## src/rtl/mck_pkg.sv

```systemverilog
package mck_pkg;
  localparam int EXP_W = 3;

  typedef enum logic [1:0] {
    SRC_SLOW = 2'd0,
    SRC_MAIN = 2'd1,
    SRC_RSVD = 2'd2,
    SRC_PLL  = 2'd3
  } mck_src_e;
endpackage

```

## src/rtl/mck_pll_model.sv

```systemverilog
module mck_pll_model #(
  parameter int LOCK_TICKS = 8,
  parameter int MUL_W      = 4
) (
  input  logic             clk,
  input  logic             rst_n,
  input  logic             slow_tick,
  input  logic             main_tick,
  input  logic             pll_wr,
  input  logic [MUL_W-1:0] pll_mul,
  output logic             pll_tick,
  output logic             locked
);
  localparam int LCNT_W = $clog2(LOCK_TICKS + 1);

  logic              locked_q, locked_d;
  logic [LCNT_W-1:0] lock_cnt_q, lock_cnt_d;
  logic [MUL_W-1:0]  mul_q, mul_d;
  logic [MUL_W-1:0]  burst_q, burst_d;

  always_comb begin
    locked_d   = locked_q;
    lock_cnt_d = lock_cnt_q;
    mul_d      = mul_q;
    if (pll_wr) begin
      locked_d   = 1'b0;
      lock_cnt_d = LCNT_W'(LOCK_TICKS);
      mul_d      = pll_mul;
    end else if (slow_tick && (lock_cnt_q != '0)) begin
      lock_cnt_d = lock_cnt_q - 1'b1;
      if (lock_cnt_q == LCNT_W'(1)) locked_d = 1'b1;
    end
    if (main_tick)            burst_d = mul_q;
    else if (burst_q != '0)   burst_d = burst_q - 1'b1;
    else                      burst_d = burst_q;
  end

  always_ff @(posedge clk or negedge rst_n) begin
    if (!rst_n) begin
      locked_q   <= 1'b0;
      lock_cnt_q <= '0;
      mul_q      <= '0;
      burst_q    <= '0;
    end else begin
      locked_q   <= locked_d;
      lock_cnt_q <= lock_cnt_d;
      mul_q      <= mul_d;
      burst_q    <= burst_d;
    end
  end

  assign pll_tick = locked_q && (burst_q != '0);
  assign locked   = locked_q;
endmodule

```

## src/rtl/mck_div_cnt.sv

```systemverilog
module mck_div_cnt #(
  parameter int W = 6
) (
  input  logic         clk,
  input  logic         rst_n,
  input  logic         tick,
  input  logic         clear,
  input  logic [W-1:0] lim,
  output logic         pulse
);
  logic [W-1:0] cnt_q, cnt_d;

  assign pulse = tick && (cnt_q >= lim);

  always_comb begin
    cnt_d = cnt_q;
    if (clear)      cnt_d = '0;
    else if (tick)  cnt_d = pulse ? '0 : cnt_q + 1'b1;
  end

  always_ff @(posedge clk or negedge rst_n) begin
    if (!rst_n) cnt_q <= '0;
    else        cnt_q <= cnt_d;
  end
endmodule

```

## src/rtl/mck_switch_ctl.sv

```systemverilog
module mck_switch_ctl
  import mck_pkg::*;
(
  input  logic             clk,
  input  logic             rst_n,
  input  logic             wr,
  input  mck_src_e         wsrc,
  input  logic [EXP_W-1:0] wexp,
  input  logic             period_end,
  input  logic             src_tick,
  output mck_src_e         act_src,
  output logic [EXP_W-1:0] act_exp,
  output logic             rdy
);
  mck_src_e         req_src_q, req_src_d, act_src_q, act_src_d;
  logic [EXP_W-1:0] req_exp_q, req_exp_d, act_exp_q, act_exp_d;
  logic             pend_q, pend_d, settle_q, settle_d, scnt_q, scnt_d;
  logic             rdy_q, rdy_d;
  logic             changed;

  assign changed = wr && ((wsrc != req_src_q) || (wexp != req_exp_q));

  always_comb begin
    req_src_d = req_src_q;
    req_exp_d = req_exp_q;
    act_src_d = act_src_q;
    act_exp_d = act_exp_q;
    pend_d    = pend_q;
    settle_d  = settle_q;
    scnt_d    = scnt_q;
    rdy_d     = rdy_q;
    if (changed) begin
      req_src_d = wsrc;
      req_exp_d = wexp;
      pend_d    = 1'b1;
      settle_d  = 1'b0;
      scnt_d    = 1'b0;
      rdy_d     = 1'b0;
    end else if (pend_q && period_end) begin
      act_src_d = req_src_q;
      act_exp_d = req_exp_q;
      pend_d    = 1'b0;
      settle_d  = 1'b1;
      scnt_d    = 1'b0;
    end else if (settle_q && src_tick) begin
      if (scnt_q) begin
        settle_d = 1'b0;
        rdy_d    = 1'b1;
      end else begin
        scnt_d = 1'b1;
      end
    end
  end

  always_ff @(posedge clk or negedge rst_n) begin
    if (!rst_n) begin
      req_src_q <= SRC_SLOW;
      req_exp_q <= '0;
      act_src_q <= SRC_SLOW;
      act_exp_q <= '0;
      pend_q    <= 1'b0;
      settle_q  <= 1'b0;
      scnt_q    <= 1'b0;
      rdy_q     <= 1'b1;
    end else begin
      req_src_q <= req_src_d;
      req_exp_q <= req_exp_d;
      act_src_q <= act_src_d;
      act_exp_q <= act_exp_d;
      pend_q    <= pend_d;
      settle_q  <= settle_d;
      scnt_q    <= scnt_d;
      rdy_q     <= rdy_d;
    end
  end

  assign act_src = act_src_q;
  assign act_exp = act_exp_q;
  assign rdy     = rdy_q;
endmodule

```

## src/rtl/mck_clk_gen.sv

```systemverilog
module mck_clk_gen
  import mck_pkg::*;
#(
  parameter int LOCK_TICKS = 8,
  parameter int MUL_W      = 4,
  parameter int MAX_EXP    = 6
) (
  input  logic             clk,
  input  logic             rst_n,
  input  logic             slow_tick,
  input  logic             main_tick,
  input  logic             mck_wr,
  input  logic [4:0]       mck_wdata,
  input  logic             pll_wr,
  input  logic [MUL_W+1:0] pll_wdata,
  input  logic             rdy_irq_en,
  output logic             mck_en,
  output logic             usb_en,
  output logic             pll_lock,
  output logic             mck_ready,
  output logic             mck_irq
);
  localparam int CNT_W = MAX_EXP;
  localparam int USB_W = 2;

  logic             pll_tick;
  logic             locked;
  logic             src_tick;
  mck_src_e         act_src;
  logic [EXP_W-1:0] act_exp;
  logic [EXP_W-1:0] exp_eff;
  logic [CNT_W:0]   lim_wide;
  logic [CNT_W-1:0] mck_lim;
  logic             rdy_raw;
  logic [1:0]       usb_sel_q, usb_sel_d;
  logic [USB_W-1:0] usb_lim;

  mck_pll_model #(.LOCK_TICKS(LOCK_TICKS), .MUL_W(MUL_W)) u_pll (
    .clk       (clk),
    .rst_n     (rst_n),
    .slow_tick (slow_tick),
    .main_tick (main_tick),
    .pll_wr    (pll_wr),
    .pll_mul   (pll_wdata[MUL_W-1:0]),
    .pll_tick  (pll_tick),
    .locked    (locked)
  );

  always_comb begin
    case (act_src)
      SRC_MAIN: src_tick = main_tick;
      SRC_PLL:  src_tick = locked ? pll_tick : main_tick;
      default:  src_tick = slow_tick;
    endcase
  end

  assign exp_eff  = (act_exp > EXP_W'(MAX_EXP)) ? EXP_W'(MAX_EXP) : act_exp;
  assign lim_wide = ((CNT_W+1)'(1) << exp_eff) - 1'b1;
  assign mck_lim  = lim_wide[CNT_W-1:0];

  mck_div_cnt #(.W(CNT_W)) u_presc (
    .clk   (clk),
    .rst_n (rst_n),
    .tick  (src_tick),
    .clear (1'b0),
    .lim   (mck_lim),
    .pulse (mck_en)
  );

  mck_switch_ctl u_sw (
    .clk        (clk),
    .rst_n      (rst_n),
    .wr         (mck_wr),
    .wsrc       (mck_src_e'(mck_wdata[1:0])),
    .wexp       (mck_wdata[4:2]),
    .period_end (mck_en),
    .src_tick   (src_tick),
    .act_src    (act_src),
    .act_exp    (act_exp),
    .rdy        (rdy_raw)
  );

  always_comb begin
    usb_sel_d = pll_wr ? pll_wdata[MUL_W+1:MUL_W] : usb_sel_q;
  end

  always_ff @(posedge clk or negedge rst_n) begin
    if (!rst_n) usb_sel_q <= '0;
    else        usb_sel_q <= usb_sel_d;
  end

  always_comb begin
    case (usb_sel_q)
      2'd0:    usb_lim = USB_W'(0);
      2'd1:    usb_lim = USB_W'(1);
      default: usb_lim = USB_W'(3);
    endcase
  end

  mck_div_cnt #(.W(USB_W)) u_usb (
    .clk   (clk),
    .rst_n (rst_n),
    .tick  (pll_tick),
    .clear (pll_wr),
    .lim   (usb_lim),
    .pulse (usb_en)
  );

  assign pll_lock  = locked;
  assign mck_ready = rdy_raw && !((act_src == SRC_PLL) && !locked);
  assign mck_irq   = rdy_irq_en && mck_ready;
endmodule

```

## config.mk

```make
export PLATFORM = sky130hd
export DESIGN_NAME = mck_clk_gen
export DESIGN_NICKNAME = d
export VERILOG_FILES = /design/src/rtl/mck_pkg.sv /design/src/rtl/mck_pll_model.sv /design/src/rtl/mck_div_cnt.sv /design/src/rtl/mck_switch_ctl.sv /design/src/rtl/mck_clk_gen.sv
export SDC_FILE = /design/constraint.sdc
export NUM_CORES = 1
export LEC_CHECK = 0
export CAP_MARGIN = 20
export CELL_PAD_IN_SITES_DETAIL_PLACEMENT = 0
export CELL_PAD_IN_SITES_GLOBAL_PLACEMENT = 1
export CORE_MARGIN = 2
export CORE_UTILIZATION = 40
export DETAILED_ROUTE_END_ITERATION = 10
export HOLD_SLACK_MARGIN = 0.02
export PLACE_DENSITY = 0.69
export SLEW_MARGIN = 20
export SYNTH_ARGS = -nofsm -noshare
export SYNTH_HDL_FRONTEND = slang
export SYNTH_SLANG_ARGS = --single-unit
```

## constraint.sdc

```tcl
create_clock -name clk -period 5.2 [get_ports clk]
set_input_delay 1.56 -clock clk [delete_from_list [all_inputs] [get_ports clk]]
set_output_delay 1.56 -clock clk [all_outputs]
set_load 0.05 [all_outputs]
```

==> key figures, run 1 <==
Timing
  – Hold Vio Cnt, Final: 0
  – Worst-Margin Slew: 0.575 ns
  – Fmax: 0.221 GHz
  – Setup Skew: 0.00707 ns
  – Slew HR: 61.4%
  – Setup Viol. Count Final: 0
  – Ratio of final minimum period to clock period: 87.2%
  – RSZ-0062 raised after global routing: no
  – Max Slew Vio Count: 0
  – Minimum clock period: 4.53 ns
  – Setup TNS: 0 ns

Power
  – Internal power: 0.742 mW
  – Switching part of the total power: 34.5%
  – Clock share of power: 25.9%
  – Leakage: 1.07 nW
  – Power Density: 467 nW/um^2
  – Comb pwr share: 37.3%
  – Net Switching: 0.391 mW
  – Maximum VDD drop: 0.171 mV
  – Sequential power share: 36.8%

Logic synthesis
  – Synth warn: 0
  – Largest area contributor in the netlist: dfrtp_1
  – Yosys cell types: 38
  – Post-synth top flop: dfrtp_1
  – Mapped cell area: 1990 um^2
  – Syn nets: 216
  – Most common cell in the synthesized netlist: dfrtp_1
  – Largest cells by area after synthesis: dfrtp_1, mux2_2, ha_1
  – Number of flops mapped to enable cells by yosys: 0
  – Post-Syn Instances: 185
  – FF+latch count, synth: 37
  – Most instantiated cells after synthesis: dfrtp_1, mux2_2, ha_1, nand2_1
  – Top-area cell type share of the netlist area: 45.3%
  – Sequential fraction of the synthesis area: 46.6%
  – Mean Syn Cell Area: 10.7 um^2
  – Async SR Flop Fraction: 100%

Routing
  – M1 WL: 1.77 mm
  – Via count: 1441
  – Wire length on met2: 1.76 mm
  – WL per Instance: 13.4 um
  – Pre-Repair DR Iteration Count: 4
  – Vias per cell: 5.15
  – Detail Route Antenna Nets: 0
  – DR DRC count: 0
  – Routed wl met3: 130 um
  – Overall routed net length: 3.75 mm
  – Top sig layer: met4
  – Initial DRC Count: 66

Global route
  – Tot GR Track Use: 15.6%
  – Gr ovfl total: 0
  – Largest net degree at the start of global routing: 38
  – Antenna violations before repair: 0
  – First-pass GRT wire length: 6.60 mm
  – Vias in the first global route: 1467

Placement
  – Area after DPL: 2290 um^2
  – GPL Wtd Cong: 0.806
  – HPWL Detailed: 2.86 mm
  – I/O Buffers: 22

Die
  – Die width: 74.5 um
  – Core Area: 4750 um^2
  – Initial Util: 41.8%
  – Row Count: 25
  – Die Area: 5550 um^2
  – Die Ht: 74.5 um
  – Io pins: 23

CTS
  – Post-CTS Resized: 0
  – Worst-path clk slew: 0.08 ns
  – # clock sinks: 37
  – CTS Root Cell: clkbuf_8
  – Worst-case clock buffer depth: 2
  – Hold buffer count at CTS: 0
  – CTS buffer count: 5
  – CTS tree: done
  – Clk_lat worst skew: 0.29 ns
  – Number of setup buffers added after CTS: 0
  – H-tree Lvls: 2

Layout
  – Layout overhead on the synthesized area: 22.0%
  – # diodes: 0
  – Layout cells sized above 1: 15.5%
  – Nets@finish: 243
  – Post-layout instance area: 2420 um^2

Run status
  – Status: finished clean

Worst setup path
  – CP Class: primary input to output pin
  – CP required: 3.64 ns
  – Worst setup EP type: output pin
  – CP max stage cell: clkdlybuf4s50_1
  – FF-to-FF setup slack: 2.49 ns
  – Crit path DAT: 2.97 ns
  – Crit-path max FO: 7
  – Worst-path cell chain: clkdlybuf4s50_1 -> a31oi_1 -> o21a_4 -> nor2_1 -> buf_12
  – Critical R2R Launch: u_sw.act_exp[1]
  – CP max stage delay: 0.60 ns
  – Worst Setup SP: main_tick
  – Setup crit start kind: primary input

Worst hold path
  – HP Class: flop to flop
  – Min-delay src: u_sw.rdy

Job
  – Max-cap violations: 0
## layout make-up
| type | instances | area [um^2] |
|---|---|---|
| well taps | 67 | 83.8 |
| fillers | 453 | 2330 |
| flip-flops and latches | 37 | 927 |
| clock buffers | 5 | 68.8 |
| repair buffers | 23 | 238 |
| multi-input cells | 133 | 997 |
| inverters | 12 | 45.0 |
| clock inverters | 3 | 65.1 |
## layer usage
metal  global-route usage, %  vias up
li1                        -      708
met1                    19.9      696
met2                    25.5       26
met3                    4.07       11
met4                    5.95        0
met5                       0        -
## stage by stage
| stage | hold slack [ns] | std cells | util [%] | setup WS (ns) | total power [mW] |
|---|---|---|---|---|---|
| after floorplan | 0.447 | 185 | - | 1.03 | 0.723 |
| final | 0.489 | 280 | 51.0 | 0.668 | 1.13 |
| after global routing | 0.505 | 280 | 51.0 | 0.569 | 1.22 |
| after detailed placement | 0.471 | 272 | 48.2 | 0.661 | 0.848 |
| after global placement | 0.471 | 272 | 48.2 | 0.688 | 0.827 |
| after CTS | 0.485 | 280 | 51.0 | 0.655 | 1.15 |
## sequential cells by signal (all words and copies together), names as in the netlist, 2 cells and up
name and cells:
u_presc.cnt_q 6, u_sw.act_src 2, usb_sel_q 2, u_sw.req_exp_q 3, u_usb.cnt_q 2, u_pll.burst_q 4, u_sw.act_exp 3, u_sw.req_src_q 2
u_pll.mul_q 4, u_pll.lock_cnt_q 4
## cell usage in the layout (no fill, tap or decap), drive strengths merged, types with 2 or more instances in the layout
master,instances
dfrtp,36
clkdlybuf4s50,21
mux2,17
nand2,13
ha,13
o21ai,13
inv,12
nor2,11
a21oi,10
nor2b,7
nand3,5
xnor2,5
clkbuf,5
a21o,3
or3,3
nor3,3
and3,3
xor2,3
a22o,3
nand2b,2
a31oi,2
o21bai,2
a211oi,2
bufinv,2
buf,2
## final timing paths
check	to	cells after the start
setup / recovery	mck_en	5
hold / removal	u_sw.rdy	2
setup reg to reg	u_sw.act_exp[2]	7
hold reg to reg	u_sw.rdy	2
max in group asynchronous	u_sw.rdy	2
min in group asynchronous	usb_sel_q[0]	2
## kinds of logic after synthesis
kind of cell / share of synthesized area (%)
and+or+nand+nor: 14.3
AOI/OAI and AO/OA: 14.0
DFF: 46.6
muxes: 10.1
buffers and inverters: 3.21
adders and majority gates: 8.18
xor gates and xnor gates: 3.52
## power groups by stage
| stage | Clock, mW | Sequential, mW | Combinational [mW] |
|---|---|---|---|
| floorplan | 0 | 0.405 | 0.319 |
| global placement | 0 | 0.421 | 0.407 |
| detailed placement | 0 | 0.424 | 0.423 |
| CTS | 0.302 | 0.419 | 0.425 |
| global route | 0.315 | 0.429 | 0.480 |
| finish | 0.293 | 0.417 | 0.422 |
## critical path, delay by kind of cell
kind,cells,cell delay (ns)
buffers and inverters,2,0.78
AO/OA/AOI/OAI,2,0.34
AND/OR/NAND/NOR,1,0.29
(Power assumes the default switching activity.)
==> inputs of run 2 (changes only) <==
--- a/config.mk
+++ b/config.mk
@@ -5,6 +5,7 @@
 export SDC_FILE = /design/constraint.sdc
 export NUM_CORES = 1
 export LEC_CHECK = 0
+export ABC_AREA = 1
 export CAP_MARGIN = 20
 export CELL_PAD_IN_SITES_DETAIL_PLACEMENT = 0
 export CELL_PAD_IN_SITES_GLOBAL_PLACEMENT = 1
@@ -12,7 +13,7 @@
 export CORE_UTILIZATION = 40
 export DETAILED_ROUTE_END_ITERATION = 10
 export HOLD_SLACK_MARGIN = 0.02
-export PLACE_DENSITY = 0.69
+export PLACE_DENSITY = 0.72
 export SLEW_MARGIN = 20
 export SYNTH_ARGS = -nofsm -noshare
 export SYNTH_HDL_FRONTEND = slang
==> run 2 against run 1 <==
Compared with the run above:
- clock skew fell by 0.0040 ns
- core utilization is 2.7 points lower
- combinational power is 12% higher
- cell count grew 28%
- power down 2.7%
- sequential cell count did not move
- sequential power increased by 2%
- worst setup slack better by 0.056 ns
- register-to-register slack better by 0.81 ns
- critical endpoint is now mck_irq
- largest cell class unchanged
- largest power group unchanged
- highest routed layer unchanged
==> key figures, run 2 <==
Placement
  – HPWL Detailed: 2.94 mm (+2.9%)
  – Pre-CTS setup slack: 0.723 ns (+0.0615 ns)
  – GPL Wtd Cong: 0.714 (-11%)
  – I/O Buffers: 22 (unchanged)

Logic synthesis
  – Post-Syn Instances: 260 (+41%)
  – Async SR Flop Fraction: 100% (unchanged)
  – FF+latch count, synth: 37 (unchanged)
  – Most common cell in the synthesized netlist: nand2_1
  – Top-area cell type share of the netlist area: 43.3% (-2.0 points)
  – Mapped cell area: 2080 um^2 (+4.6%)
  – Largest area contributor in the netlist: dfrtp_1
  – Mean Syn Cell Area: 8.00 um^2 (-26%)
  – Syn nets: 291 (+35%)
  – Yosys cell types: 31 (-18%)
  – Number of flops mapped to enable cells by yosys: 0 (unchanged)
  – Post-synth top flop: dfrtp_1
  – Largest cells by area after synthesis: dfrtp_1, nand2_1, ha_1
  – Sequential fraction of the synthesis area: 44.6% (-2.0 points)
  – Synth warn: 0 (unchanged)
  – Most instantiated cells after synthesis: nand2_1, dfrtp_1, inv_1

Power
  – Maximum VDD drop: 0.179 mV (+4.9%)
  – Leakage: 1.21 nW (+13%)
  – Power Density: 450 nW/um^2 (-3.7%)

Timing
  – Hold Vio Cnt, Final: 0 (unchanged)
  – RSZ-0062 raised after global routing: no
  – Fmax: 0.223 GHz (+1.3%)
  – Max Slew Vio Count: 0 (unchanged)
  – Setup Viol. Count Final: 0 (unchanged)
  – Minimum clock period: 4.48 ns (-0.0564 ns)
  – Setup TNS: 0 ns (unchanged)
  – Setup Skew: 0.00305 ns (-0.00402 ns)
  – Worst-Margin Slew: 0.923 ns (+0.348 ns)
  – Ratio of final minimum period to clock period: 86.1% (-1.1 points)
  – Slew HR: 38.5% (-23 points)
  – PnR worst setup slack: 0.724 ns (+0.0564 ns)

Die
  – Core Area: 5070 um^2 (+6.7%)
  – Die Area: 5790 um^2 (+4.3%)
  – Die Ht: 76.1 um (+2.1%)
  – Die width: 76.1 um (+2.1%)
  – Initial Util: 41.0% (-0.84 points)
  – Row Count: 26 (+4.0%)
  – Io pins: 23 (unchanged)

Global route
  – GR peak layer: met2
  – Vias in the first global route: 1659 (+13%)
  – Met1 Use GR: 20.0% (+0.17 points)
  – M2 GR Usage: 25.5% (+0.069 points)
  – Largest net degree at the start of global routing: 38 (unchanged)
  – Gr ovfl total: 0 (unchanged)
  – Antenna violations before repair: 0 (unchanged)
  – First-pass GRT wire length: 7.29 mm (+10%)
  – Tot GR Track Use: 15.5% (-0.079 points)
  – GRT met3 Usage: 4.15% (+0.082 points)

Worst setup path
  – CP Class: primary input to output pin
  – CP dominant cell by count: clkdlybuf4s50_1
  – Worst-path cell chain: clkdlybuf4s50_1 -> and2_1 -> clkdlybuf4s50_1
  – CP required: 3.64 ns (about the same)
  – CP bufs+invs: 2 (unchanged)
  – CP max stage cell: clkdlybuf4s50_1
  – Crit path DAT: 2.92 ns (-0.05 ns)
  – CP delay by family, top: buffers and inverters
  – Worst setup EP type: output pin
  – Crit-path max FO: 1 (-6)
  – Setup crit start kind: primary input
  – CP max stage delay: 0.79 ns (+0.19 ns)

CTS
  – Post-CTS Resized: 0 (unchanged)
  – Number of setup buffers added after CTS: 0 (unchanged)
  – CTS tree: done
  – # clock sinks: 37 (unchanged)
  – Worst-path clk slew: 0.07 ns (about the same)
  – Hold buffer count at CTS: 0 (unchanged)
  – H-tree Lvls: 2 (unchanged)
  – Worst-case clock buffer depth: 2 (unchanged)
  – Clk_lat worst skew: 0.28 ns (about the same)
  – CTS buffer count: 5 (unchanged)
  – CTS Root Cell: clkbuf_8

Worst hold path
  – HP Class: flop to flop

Run status
  – Status: finished clean

Routing
  – Pre-Repair DR Iteration Count: 4 (unchanged)
  – WL per Instance: 10.7 um (-20%)
  – DR DRC count: 0 (unchanged)
  – Vias per cell: 4.61 (-10%)
  – Via count: 1647 (+14%)
  – Detail Route Antenna Nets: 0 (unchanged)
  – Overall routed net length: 3.83 mm (+2.1%)
  – Initial DRC Count: 49 (-26%)

Layout
  – Number of flip-flops in the largest register: 6 (unchanged)
  – Layout cells sized above 1: 6.97% (-8.5 points)
  – Layout fillers: 543 (+20%)
  – # diodes: 0 (unchanged)
  – Largest register by flop count: u_presc.cnt_q
  – Most frequent cells in the layout: nand2_1, dfrtp_1, inv_1
  – Layout overhead on the synthesized area: 17.8%
  – Most common cell after layout, fill and taps aside: nand2_1
  – Nets@finish: 317 (+30%)

Job
  – Max-cap violations: 0 (unchanged)
[run 2: cell types whose count changed after synthesis, moves of 3 or more]
cell     before  now
nand2_1      13   82
nand4_1       0    8
inv_1        12   35
nand3_1       5   10
and3_1        3    0
nor2b_1       7    0
nand2_2       0    3
or3_1         3    0
nor2_1       11   16
a22o_1        3    0
a21o_1        3    0
o21ai_0      12   15
mux2_2       17    0
[run 2: cells by family (layout without fill, tap and decap cells)]
group	after synthesis	after routing	synth area share, %
DFF	37	37	44.6
buffers and inverters	42	69	8.00
adders and majority gates	13	13	7.82
and+or+nand+nor	128	128	27.7
AOI/OAI and AO/OA	33	33	8.90
xor gates and xnor gates	7	7	2.95
[run 2: area by class of cell]
cell class | instances | area [um^2] | area share (%)
multi-input cells | 181 | 986 | 40.2
flip-flops and latches | 37 | 927 | 37.8
repair buffers | 22 | 213 | 8.68
inverters | 39 | 146 | 5.98
clock buffers | 8 | 90.1 | 3.68
well taps | 70 | 87.6 | 3.58
[run 2: through the flow]
step	instances	utilization [%]	power (mW)	instance area [um^2]	hold slack, ns
final	357	48.3	1.10	2450	0.474
after global routing	357	48.3	1.23	2450	0.503
after CTS	357	48.3	1.12	2450	0.479
after detailed placement	349	46.5	0.912	2360	0.461
after global placement	349	46.5	0.908	2360	0.456
after floorplan	260	-	0.792	2080	0.442
[run 2: worst paths after layout]
| check | start | to | slack (ns) | depth (start not counted) |
|---|---|---|---|---|
| worst max-delay path | rdy_irq_en | mck_irq | 0.72 | 3 |
| worst min-delay path | u_pll.mul_q[0] | u_pll.mul_q[0] | 0.47 | 2 |
| worst max register to register | u_sw.act_exp[1] | u_sw.act_src[0] | 3.30 | 14 |
| worst min register to register | u_pll.mul_q[0] | u_pll.mul_q[0] | 0.47 | 2 |
| max in group asynchronous | rst_n | u_pll.locked | 3.22 | 1 |
| min in group asynchronous | rst_n | u_pll.lock_cnt_q[1] | 1.39 | 1 |
[run 2: per-layer routing]
layer | wire length, um | share of wire (%) | vias to the layer above
met1 | 1910 | 50 | 746
met5 | 0 | 0 | -
met3 | 97 | 2.5 | 6
met2 | 1760 | 46 | 16
met4 | 59 | 1.5 | 0
li1 | - | - | 879
[run 2: tightest hold or removal path, cell delays in order (launching register included)]
cell and delay, ns:
dfrtp_1 0.35, nand2_1 0.05, nand2_1 0.04
[run 2: where the power goes]
group          total (mW)  internal (mW)  switching [mW]
clock network       0.204          0.108          0.0956
registers           0.426          0.357          0.0682
logic               0.472          0.174           0.298
total                1.10          0.640           0.462
